File: src/rtl/offs_ctr_pkg.sv
package offs_ctr_pkg;

   typedef enum logic [1:0] {
      WRAP_NONE  = 2'b00,
      WRAP_START = 2'b01,
      WRAP_END   = 2'b10,
      WRAP_BOTH  = 2'b11
   } wrap_mode_e;

endpackage

File: src/rtl/ctr_incr.sv
module ctr_incr #(
   parameter int W = 4
) (
   input  logic [W-1:0] q,
   output logic [W-1:0] q_inc,
   output logic         all_ones
);
   logic [W:0] low_set;

   assign low_set[0] = 1'b1;

   // Each bit flips when every lower bit is set; the chain end is the carry.
   for (genvar i = 0; i < W; i++) begin : g_bit
      assign q_inc[i]     = q[i] ^ low_set[i];
      assign low_set[i+1] = low_set[i] & q[i];
   end

   assign all_ones = low_set[W];

endmodule

File: src/rtl/ctr_wrap_sel.sv
module ctr_wrap_sel
   import offs_ctr_pkg::*;
#(
   parameter int W = 4
) (
   input  wrap_mode_e   mode,
   input  logic [W-1:0] q,
   input  logic         at_top,
   input  logic [W-1:0] start_val,
   input  logic [W-1:0] end_val,
   output logic         hit,
   output logic [W-1:0] target
);
   logic at_end;

   assign at_end = (q == end_val);

   always_comb begin
      hit    = 1'b0;
      target = '0;
      unique case (mode)
         WRAP_NONE:  begin hit = 1'b0;   target = '0;        end
         WRAP_START: begin hit = at_top; target = start_val; end
         WRAP_END:   begin hit = at_end; target = '0;        end
         WRAP_BOTH:  begin hit = at_end; target = start_val; end
         default:    begin hit = 1'b0;   target = '0;        end
      endcase
   end

endmodule

File: src/rtl/ctr_stage.sv
module ctr_stage #(
   parameter int W = 4
) (
   input  logic         clk,
   input  logic         clr,
   input  logic         ld,
   input  logic         en,
   input  logic [W-1:0] ld_val,
   input  logic         wrap_hit,
   input  logic [W-1:0] wrap_val,
   input  logic [W-1:0] q_inc,
   output logic [W-1:0] q
);
   always_ff @(posedge clk) begin
      if (clr)      q <= '0;
      else if (ld)  q <= ld_val;
      else if (en)  q <= wrap_hit ? wrap_val : q_inc;
   end

   // Checks are enabled once a first clear has given the register a known value.
   logic armed_q = 1'b0;
   always_ff @(posedge clk) if (clr) armed_q <= 1'b1;

   p_clear_r1: assert property (@(posedge clk) disable iff (!armed_q)
      clr |=> (q == '0));
   p_load_r2: assert property (@(posedge clk) disable iff (!armed_q)
      (!clr && ld) |=> (q == $past(ld_val)));
   p_hold_r3: assert property (@(posedge clk) disable iff (!armed_q)
      (!clr && !ld && !en) |=> $stable(q));
   p_step_r5: assert property (@(posedge clk) disable iff (!armed_q)
      (!clr && !ld && en && !wrap_hit) |=> (q == $past(q) + 1'b1));

endmodule

File: src/rtl/offs_counter.sv
module offs_counter
   import offs_ctr_pkg::*;
#(
   parameter int W = 4
) (
   input  logic         clk,
   input  logic         clr,
   input  logic         ld,
   input  logic         en,
   input  logic [W-1:0] ld_val,
   input  logic [W-1:0] start_val,
   input  logic [W-1:0] end_val,
   input  logic [1:0]   mode,
   output logic [W-1:0] count,
   output logic         carry
);
   localparam logic [W-1:0] TOP = {W{1'b1}};

   if (W < 2) begin : g_bad_width
      $error("offs_counter: W must be at least 2");
   end

   logic [W-1:0] q_inc;
   logic         top_q;
   logic         wrap_hit;
   logic [W-1:0] wrap_val;
   wrap_mode_e   mode_e;

   assign mode_e = wrap_mode_e'(mode);

   ctr_incr #(.W(W)) u_incr (
      .q        (count),
      .q_inc    (q_inc),
      .all_ones (top_q)
   );

   ctr_wrap_sel #(.W(W)) u_wrap (
      .mode      (mode_e),
      .q         (count),
      .at_top    (top_q),
      .start_val (start_val),
      .end_val   (end_val),
      .hit       (wrap_hit),
      .target    (wrap_val)
   );

   ctr_stage #(.W(W)) u_stage (
      .clk      (clk),
      .clr      (clr),
      .ld       (ld),
      .en       (en),
      .ld_val   (ld_val),
      .wrap_hit (wrap_hit),
      .wrap_val (wrap_val),
      .q_inc    (q_inc),
      .q        (count)
   );

   assign carry = top_q;

   logic armed_q = 1'b0;
   always_ff @(posedge clk) if (clr) armed_q <= 1'b1;

   p_carry_r4: assert property (@(posedge clk) disable iff (!armed_q)
      carry == (count == TOP));
   p_start_wrap_r6: assert property (@(posedge clk) disable iff (!armed_q)
      (mode == 2'b01 && !clr && !ld && en && count == TOP)
      |=> (count == $past(start_val)));
   p_end_clear_r7: assert property (@(posedge clk) disable iff (!armed_q)
      (mode == 2'b10 && !clr && !ld && en && count == end_val)
      |=> (count == '0));
   p_both_wrap_r8: assert property (@(posedge clk) disable iff (!armed_q)
      (mode == 2'b11 && !clr && !ld && en && count == end_val)
      |=> (count == $past(start_val)));

endmodule

File: config.mk
export PLATFORM = sky130hd
export DESIGN_NAME = offs_counter
export DESIGN_NICKNAME = d
export VERILOG_FILES = /design/src/rtl/offs_ctr_pkg.sv /design/src/rtl/ctr_incr.sv /design/src/rtl/ctr_wrap_sel.sv /design/src/rtl/ctr_stage.sv /design/src/rtl/offs_counter.sv
export SDC_FILE = /design/constraint.sdc
export NUM_CORES = 1
export LEC_CHECK = 0
export BUFFER_PORTS_ARGS = -buffer_cell sky130_fd_sc_hd__buf_2
export CELL_PAD_IN_SITES_DETAIL_PLACEMENT = 1
export CELL_PAD_IN_SITES_GLOBAL_PLACEMENT = 1
export CORE_MARGIN = 1
export CORE_UTILIZATION = 27
export CTS_CLUSTER_SIZE = 24
export DETAILED_ROUTE_END_ITERATION = 10
export HOLD_SLACK_MARGIN = 0.08
export PLACE_DENSITY = 0.72
export SLEW_MARGIN = 40
export SYNTH_ARGS = -nofsm -noshare
export SYNTH_HDL_FRONTEND = slang
export SYNTH_SLANG_ARGS = --single-unit
File: constraint.sdc
create_clock -name clk -period 1.9 [get_ports clk]
set_input_delay 0.19 -clock clk [delete_from_list [all_inputs] [get_ports clk]]
set_output_delay 0.19 -clock clk [all_outputs]
set_load 0.1 [all_outputs]
# --- Word level (Yosys, flattened, before mapping) ---
# Index checks and enable logic that the tools add are counted.
word_totals:
  reg_bits: 4
  elab_cells: 22
classes:
  eq_ne: 4
  n_mux: 5
  bitwise: 7
  reduce_logical: 5
op_table:
  columns: ["cell", "n"]
  rows:
  - ["4-bit two-way mux", 3]
  - ["4-bit one-hot mux with 2 select lines", 1]
  - ["2-bit OR reduction", 3]
  - ["2-bit equality test (second input constant)", 2]
  - ["4-bit equality test", 1]
  - ["1-bit bitwise AND", 3]
  - ["1-bit one-hot mux with 3 select lines", 1]
  - ["1-bit bitwise XOR", 3]
  - ["2-bit by 1-bit equality test with 1-bit output (second input constant)", 1]
  - ["2-bit zero test", 1]
  - ["2-bit nonzero test", 1]
  - ["1-bit NOT", 1]

# --- Longest topological paths before layout ---
# Gate-level depths: netlist of the first run.
logic_depth:
  ltp_word: 7
  depth_mapped: 7
  depth_no_buf: 7

# --- Modules after synthesis ---
# Synthesis of the first run repeated with hierarchy kept, for this count alone.
hier_totals:
  cells_unflattened: 37
  hier_area_um2: 354.1
modules_own_cells:
  columns: ["mod", "instances", "cells_each", "area_per_inst_um2", "seq_area_each_um2"]
  rows:
  - ["ctr_stage", 1, 22, 232.7, 80.1]
  - ["ctr_wrap_sel", 1, 11, 80.1, 0.0]
  - ["ctr_incr", 1, 4, 41.3, 0.0]

# --- Worst setup path before layout of the first run ---
# No wires, ideal clock.
synth_timing:
  path_type: "reg2reg"
  startpoint: "reg u_stage.q[0]"
  endpoint: "reg u_stage.q[0]"
  setup_ns: 0.122
  arrival_time_ns: 2.834
  required_ns: 1.778
  slack_ns: -1.056
  stages_incl_launch_ff: 8
  n_path_buf: 0
  period_less_slack_ns: 2.956
  cell_sequence: "dfxtp_1 > ha_1 > ha_1 > ha_1 > nand3b_1 > nand2_1 > a21oi_1 > a221o_1"
synth_between:
  elab_chain_len: 7
  word_cells_on_any_way: 9
synth_rtl:
  columns: ["item", "line_no", "rtl"]
  rows:
  - ["start: declaration", "ctr_stage.sv:12", "output logic [W-1:0] q"]
  - ["start signal: assignment", "ctr_stage.sv:16", "else if (ld) q <= ld_val;"]
  - ["start signal: assignment", "ctr_stage.sv:17", "else if (en) q <= wrap_hit ? wrap_val : q_inc;"]
  - ["1-bit bitwise AND (3 in series)", "ctr_incr.sv:15", "assign low_set[i+1] = low_set[i] & q[i];"]
  - ["via carry", "offs_counter.sv:15", "output logic carry"]
  - ["1-bit one-hot mux with 3 select lines", "ctr_wrap_sel.sv:21", "unique case (mode)"]
  - ["4-bit two-way mux (2 in series)", "ctr_stage.sv:17", null]
  - ["4-bit two-way mux", "ctr_stage.sv:16", null]
# The timed path passes the listed nets, and every way through them passes these cells. The select of a mux whose other input is x is not followed.
# A chain may end at the register's enable or synchronous reset.

# --- Final worst setup path of the first run ---
layout_timing:
  startpoint: "reg u_stage.q[0]"
  endpoint: "out carry"
layout_between:
  elab_chain_len: 3
layout_rtl:
  columns: ["item", "line_no"]
  rows:
  - ["1-bit bitwise AND (3 in series)", "ctr_incr.sv:15"]
  - ["end: declaration", "offs_counter.sv:15"]
# Every way passes these cells.

==> flow_summary.yaml, run 1 <==
logic_synthesis:
  seq_area_frac_synth: 0.226
  synth_cell_types: 15
  netlist_area_um2: 354
  syn_area_per_cell_um2: 9.57
  syn-instance-count: 37
  yosysWarnings: 0
  ys_ff_latch: 4
  syn-num-nets: 58
timing:
  setup_viol: 0
  skew_ns: 0.00325
  finalSetupTns_ns: 0
  hold_viol_final: 0
  slew_headroom: 0.678
  worst_slew_pin_slew_ns: 0.486
  period_share: 0.851
  layout_min_cycle_time_ns: 1.62
  fmax_mhz: 618
  drv_slew: 0
  rsz0062_at_grt: "no"
route:
  wirelength_mm: 1.02
  drtAntennaViolNets: 0
  via_count: 410
  avgViaCountPerCell: 5.39
  drc: 0
  initialDrtViolationCount: 4
  first_pass_iters: 4
  wire_per_inst_um: 13.4
die:
  die_x_um: 38.2
  die-area_mm2: 0.00146
  pin_count: 23
  core_mm2: 0.00116
  num_rows: 12
  start_util: 0.306
  die_h_um: 38.2
clock_network:
  htreeDepth: 1
  cts_tree: "built"
  numCtsBuffers: 3
  cts_resized: 0
  cts_root_buf: "clkbuf_4"
  cts_max_path_buffers: 2
  clk_pin_slew_worst_paths_ns: 0.04
  cts_setup_buffers: 0
  ctsHoldBuffers: 0
  cts_sinks: 4
  worst_skew_pair.late_latency_ns: 0.24
global_routing:
  grt_max_degree: 11
  grt_use_total: 0.174
  grtUsageMet1: 0.206
  grt_pass1_wl_mm: 1.67
  grt_util_met2: 0.271
  grt.busiest_layer: "met2"
  grt_remaining_overflow: 0
  grt_use_met3: 0.0174
  grt_pass1_vias: 406
  antenna_found_initial: 0
status:
  outcome: "finished, final reports clean"
power_and_ir_drop:
  p_total_uw: 335
  leakagePower_uw: 0.000248
  ir_worst_vdd_v: 0.000167
  pwr_density_cell_mw_per_mm2: 608
critical_path:
  critPathArrivalTime_ns: 1.43
  crit_path_cell_trace: "ha_4, ha_4, ha_4, buf_2"
  cp.required_ns: 1.71
  cp_top_family: "buffers and inverters"
  cp_slowest_cell: "buf_2"
  crit_path_max_incr_delay_ns: 0.42
  crit_top_cell: "ha_4"
  cp-start-kind: "register"
  crit_buf_inv: 1
  crit_path_end_kind: "primary output"
  path_class: "register to primary output"
  worstPathMaxFanout: 5
layout:
  diodes: 0
  final_nets: 84
  reg.largest.list: "u_stage.q (4)"
  drive_gt1_frac: 0.548
  regMostFlops: "u_stage.q"
  largest_register_ffs: 4
  nFillCells: 151
  syn2layout_area_growth_pct: 55.5
flow_run:
  drv_cap: 0
worst_hold_path:
  holdCritPathClass: "primary input to register"
placement:
  gp_congestion: 0.715
  dp_hpwl_um: 831
  io_buffer_count: 22
## cell type report
| type | count | area [um2] | area share |
|---|---|---|---|
| Inverter | 1 | 3.75 | 0.00682 |
| Clock buffer | 4 | 26.3 | 0.0477 |
| Sequential cell | 4 | 92.6 | 0.168 |
| Tap cell | 14 | 17.5 | 0.0318 |
| Timing Repair Buffer | 22 | 110 | 0.200 |
| Multi-Input combinational cell | 31 | 300 | 0.545 |
## worst reg2reg max path: cells and delay by family (launching register included)
kind,cells,cell delay (ns)
fa+ha+maj,3,0.48
compound gates,2,0.38
flops,1,0.36
simple gates,1,0.20
## cells in the final DEF, fill, tap and decap left out
| cell | instances |
|---|---|
| a21oi_1 | 5 |
| a221o_1 | 4 |
| and3_2 | 1 |
| and3b_1 | 1 |
| and4bb_1 | 1 |
| buf_2 | 22 |
| clkbuf_1 | 1 |
| clkbuf_4 | 3 |
| dfxtp_2 | 1 |
| dfxtp_4 | 3 |
| ha_4 | 3 |
| inv_1 | 1 |
| nand2_1 | 1 |
| nand3b_1 | 1 |
| nor3b_1 | 5 |
| nor4_2 | 1 |
| o2bb2ai_1 | 4 |
| xor2_1 | 4 |
## power by group
group	leakage, uW	total [uW]	switching (uW)	internal (uW)
combinational	0.000197	115	76.1	38.7
clock	0.0000150	119	39.9	79.1
sequential	0.0000354	101	10.4	90.6
total	0.000248	335	126	208
## cells in the mapped netlist (all sizes together)
master   instances  share of area
nand2            1          0.011
nor4             1          0.035
and3b            1          0.025
nand3b           1          0.021
a221o            4           0.11
ha               3           0.11
and4bb           1          0.035
inv              1          0.011
xor2             4          0.099
o2bb2ai          4          0.099
dfxtp            4           0.23
buf              1          0.021
and3             1          0.021
nor3b            5           0.11
a21oi            5          0.071
## per-stage QoR
step | hold slack, ns | std cells | utilization | worst slack (ns) | area (um2)
2_1_floorplan | 0.327 | 37 | - | 0.0296 | 404
3_3_place_gp | 0.434 | 72 | 0.453 | 0.350 | 524
3_5_place_dp | 0.439 | 72 | 0.453 | 0.364 | 524
4_1_cts | 0.184 | 76 | 0.476 | 0.274 | 551
5_1_grt | 0.198 | 76 | 0.476 | 0.248 | 551
6_report | 0.195 | 76 | 0.476 | 0.282 | 551
## layer usage
| layer | routed length (um) | vias to the layer above |
|---|---|---|
| li1 | - | 201 |
| met1 | 464 | 185 |
| met2 | 466 | 20 |
| met3 | 47 | 4 |
| met4 | 44 | 0 |
| met5 | 0 | - |
## logic make-up after synthesis
logic type | after synthesis | synth area share
XOR/XNOR | 4 | 0.0989
AO/OA/AOI/OAI | 13 | 0.283
buffers and inverters | 2 | 0.0318
AND/OR/NAND/NOR | 11 | 0.254
flip-flops | 4 | 0.226
adder cells (fa/ha/maj) | 3 | 0.106
## path summary, 6_finish.rpt
check          startpoint  slack, ns  cells past startpoint           end
max          u_stage.q[0]       0.28                      4         carry
min          start_val[2]       0.19                      2  u_stage.q[2]
max reg2reg  u_stage.q[0]       0.36                      6  u_stage.q[1]
min reg2reg  u_stage.q[0]       0.57                      2  u_stage.q[0]
No activity file was read; power rests on OpenSTA's default activity.
==> run 2: changes to the inputs <==
Clock period 1.9 ns to 1.6 ns, I/O delays scaled along.
==> run 2 against run 1 <==
- sequential power up 18%
- sequential share of layout area down 1.5 points
- critical path depth up 2
- utilization up 4.7 points
- clock skew up 0.0098 ns
- non-clock buffer count up 2
- critical path type is now register to register
- highest routed layer is now met3
==> flow_summary.yaml, run 2 (synthesis gave the netlist of run 1 again) <==
status:
  outcome: "finished, final reports clean"
layout:
  largest_register_ffs: 4
  diodes: 0
  syn2layout_area_growth_pct: 70.7
  fin_cells: 78
  nFillCells: 141
  final_common_cell: "buf_2"
  final_util: 0.523
  regMostFlops: "u_stage.q"
  final_nets: 86
  final_cell_mix: "buf_2 (21), nor3b_1 (5), xor2_1 (4), a21oi_1 (4), a221o_1 (4)"
  drive_gt1_frac: 0.641
  reg.largest.list: "u_stage.q (4)"
power_and_ir_drop:
  p_sw_uw: 160
  pwr_density_cell_mw_per_mm2: 680
  ir_worst_vdd_v: 0.000232
  p_int_uw: 251
  leakagePower_uw: 0.000266
  p_sw_frac: 0.388
  comb_power_share: 0.355
  power.share.clock: 0.355
  p_total_uw: 411
  p_seq_frac: 0.290
flow_run:
  drv_cap: 0
timing:
  period_share: 0.982
  worst_slew_pin_slew_ns: 0.484
  setup_viol: 0
  worst_hold_slack_ns: 0.162
  layout_min_cycle_time_ns: 1.57
  slew_headroom: 0.679
  drv_slew: 0
  hold_viol_final: 0
  skew_ns: 0.0130
  rsz0062_at_grt: "yes"
  fmax_mhz: 637
placement:
  dp_hpwl_um: 836
  dpl.cell_count: 72
  gp_congestion: 0.730
  io_buffer_count: 22
clock_network:
  htreeDepth: 1
  cts_root_buf: "clkbuf_4"
  worst_skew_pair.late_latency_ns: 0.25
  ctsHoldBuffers: 0
  cts_sinks: 4
  cts_max_path_buffers: 2
  clk_pin_slew_worst_paths_ns: 0.05
  cts_tree: "built"
  numCtsBuffers: 3
critical_path:
  startpoint: "u_stage.q[1]"
  worstPathMaxFanout: 4
  r2r_end: "u_stage.q[2]"
  cp-start-kind: "register"
  r2r-start: "u_stage.q[1]"
  path_class: "register to register"
  cp.required_ns: 1.72
  critical_path.endpoint: "u_stage.q[2]"
  reg2reg_depth: 6
  crit_path_end_kind: "register"
  r2r_slack_ns: 0.03
  critPathArrivalTime_ns: 1.69
route:
  drc: 0
  wire_per_inst_um: 14.1
  route.met3.wl_um: 40
  wirelength_mm: 1.10
  first_pass_iters: 3
  via_count: 406
  initialDrtViolationCount: 6
  wl_met2_um: 584
  wl_met1_um: 473
  top_layer_used: "met3"
  avgViaCountPerCell: 5.21
  drtAntennaViolNets: 0
global_routing:
  grt_pass1_wl_mm: 1.77
  grt_max_degree: 11
  grt_remaining_overflow: 0
  grt_use_total: 0.185
  antenna_found_initial: 0
  grt_pass1_vias: 419
die:
  start_util: 0.306
  die-area_mm2: 0.00146
  num_rows: 12
  die_x_um: 38.2
  pin_count: 23
  die_h_um: 38.2
  core_mm2: 0.00116
worst_hold_path:
  holdCritPathClass: "primary input to register"
run 2: stage by stage:
| step | setup TNS (ns) | instance area (um2) | setup slack, ns |
|---|---|---|---|
| finish | 0 | 604 | 0.0291 |
| global route | -0.0494 | 604 | -0.0227 |
| detailed placement | 0 | 543 | 0.0434 |
| global placement | 0 | 543 | 0.0395 |
| floorplan | -0.933 | 408 | -0.236 |
| CTS | 0 | 569 | 0.0345 |
run 2: per-layer routing:
| metal | track usage | vias up |
|---|---|---|
| met1 | 0.218 | 191 |
| met3 | 0.0407 | 0 |
| li1 | - | 204 |
| met5 | 0 | - |
| met2 | 0.292 | 11 |
| met4 | 0.134 | 0 |
run 2: power groups by stage:
stage	clock network, uW	registers, uW	logic, uW
6_report	146	119	146
5_1_grt	158	120	156
4_1_cts	150	120	139
3_5_place_dp	0	122	138
3_3_place_gp	0	122	139
2_1_floorplan	0	175	43.3
run 2: worst min-delay path by stage:
stage | start | end | depth (start not counted) | slack [ns]
after floorplan | start_val[0] | u_stage.q[0] | 1 | 0.30
after global placement | start_val[2] | u_stage.q[2] | 2 | 0.41
after detailed placement | start_val[3] | u_stage.q[3] | 2 | 0.41
after CTS | start_val[1] | u_stage.q[1] | 2 | 0.15
after global routing | start_val[1] | u_stage.q[1] | 2 | 0.16
final | start_val[1] | u_stage.q[1] | 2 | 0.16
run 2: repair_timing:
item / CTS / global route
buffers inserted: 0 / 2
resized for setup: 0 / 4
setup endpoints to repair: 0 / 3
run 2: worst max-delay path, stage by stage (launching register included):
cell	delay, ns
dfxtp_4	0.36
ha_4	0.16
ha_4	0.15
ha_4	0.16
and3b_2	0.23
o2bb2ai_2	0.13
a221o_1	0.25
run 2: area by class of cell:
class / instances / area [um2] / share of cell area
Multi-Input combinational cell: 31 / 324 / 0.536
Timing Repair Buffer: 24 / 140 / 0.232
Sequential cell: 4 / 92.6 / 0.153
Clock buffer: 4 / 26.3 / 0.0435
Tap cell: 14 / 17.5 / 0.0290
Inverter: 1 / 3.75 / 0.00621
==> run 3: changes to the inputs <==
Settings changed: PLACE_DENSITY 0.72 to 0.85.
==> run 3 against run 2 <==
- maximum frequency decreased by 0.13%
- clock skew about the same
- first-iteration DRC count decreased by 50%
- cell count unchanged
- worst setup slack got worse by 0.0020 ns
- via count increased by 2.0%
- utilization decreased by 1.1 points
- design area decreased by 2.1%
==> flow_summary.yaml, run 3 (synthesis gave the netlist of run 1 again) <==
status:
  outcome: "finished, final reports clean"
layout:
  final_common_cell: "buf_2"
  regMostFlops: "u_stage.q"
  syn2layout_area_growth_pct: 67.1
  final_cell_mix: "buf_2 (21), nor3b_1 (5), xor2_1 (4), a21oi_1 (4), a221o_1 (4)"
  diodes: 0
  reg.largest.list: "u_stage.q (4)"
  largest_register_ffs: 4
  fin_cells: 78
  final_nets: 86
  drive_gt1_frac: 0.609
worst_hold_path:
  holdPathStages: 2
  holdCritPathClass: "primary input to register"
global_routing:
  grt_use_total: 0.177
  grt_max_degree: 11
  grt_remaining_overflow: 0
  grt_pass1_wl_mm: 1.73
  grt_pass1_vias: 391
  antenna_found_initial: 0
power_and_ir_drop:
  leakagePower_uw: 0.000262
  ir_worst_vdd_v: 0.000264
  pwr_density_cell_mw_per_mm2: 688
clock_network:
  cts_max_path_buffers: 2
  worst_skew_pair.late_latency_ns: 0.24
  htreeDepth: 1
  clk_pin_slew_worst_paths_ns: 0.05
  cts_sinks: 4
  cts_root_buf: "clkbuf_4"
  numCtsBuffers: 3
  cts_tree: "built"
timing:
  worst_slew_pin_slew_ns: 0.497
  layout_min_cycle_time_ns: 1.57
  period_share: 0.983
  finalSetupTns_ns: 0
  skew_ns: 0.0134
  rsz0062_at_grt: "yes"
  hold_viol_final: 0
  drv_slew: 0
  setup_viol: 0
  worst_slack_ns: 0.0271
  slew_headroom: 0.671
  fmax_mhz: 636
critical_path:
  cp_slowest_cell: "dfxtp_4"
  critPathArrivalTime_ns: 1.69
  worstPathMaxFanout: 5
  cp.required_ns: 1.71
  cp_top_family: "adder cells"
  crit_path_max_incr_delay_ns: 0.36
  crit_path_end_kind: "register"
  cp.depth: 6
  crit_top_cell: "ha_4"
  cp-start-kind: "register"
  reg2reg_depth: 6
  crit_buf_inv: 0
  crit_path_cell_trace: "ha_4, ha_4, ha_4, and3b_2, o2bb2ai_1, a221o_1"
  path_class: "register to register"
placement:
  io_buffer_count: 22
  place_worst_setup_slack_ns: 0.0578
  dpl.cell_count: 72
  gp_congestion: 0.807
  dp_hpwl_um: 919
die:
  core_mm2: 0.00116
  die_x_um: 38.2
  num_rows: 12
  die_h_um: 38.2
  pin_count: 23
  die-area_mm2: 0.00146
  start_util: 0.306
route:
  drc: 0
  first_pass_iters: 2
  wirelength_mm: 1.11
  avgViaCountPerCell: 5.31
  via_count: 414
  initialDrtViolationCount: 3
  drtAntennaViolNets: 0
  wire_per_inst_um: 14.3
flow_run:
  drv_cap: 0
-- run 3: cell types whose count changed in the layout (fill, tap and decap cells not counted) --
cell       delta
o2bb2ai_1     +2
o2bb2ai_2     -2
-- run 3: what timing repair did --
action	4_1_cts	5_1_grt
buffers inserted	0	2
hold buffers	0	0
resized for setup	0	2
endpoints found under the setup margin	0	3
endpoints found under the hold margin	0	0
-- run 3: path summary, 6_finish.rpt --
kind	start	endpoint	slack (ns)
hold reg to reg	u_stage.q[0]	u_stage.q[0]	0.57
setup reg to reg	u_stage.q[0]	u_stage.q[3]	0.03
hold / removal	start_val[0]	u_stage.q[0]	0.16
setup / recovery	u_stage.q[0]	u_stage.q[3]	0.03
-- run 3: layer usage --
metal / share of wire / vias up / GRT usage / routed length [um]
met3: 0.053 / 0 / 0.0174 / 59
met5: 0 / - / 0 / 0
met4: 0 / 0 / 0.0804 / 0
met1: 0.41 / 193 / 0.201 / 454
li1: - / 204 / - / -
met2: 0.54 / 17 / 0.326 / 600
-- run 3: metrics by stage --
stage                     power, uW  instance area (um2)   util  hold WS (ns)
after floorplan                 218                  408      -         0.297
final                           407                  592  0.512         0.156
after detailed placement        262                  543  0.470         0.406
after CTS                       412                  569  0.492         0.149
after global routing            440                  592  0.512         0.152
after global placement          259                  543  0.470         0.404
-- run 3: final cells by class --
class                      count  area, um2
multi-input combinational     31        312
sequential                     4       92.6
timing repair buffer          24        140
clock buffer                   4       26.3
tap                           14       17.5
fill                         140        564
inverter                       1       3.75
-- run 3: power breakdown --
part	internal (uW)	switching [uW]
logic	48.5	94.4
registers	107	13.0
clock network	94.1	49.6
total	250	157
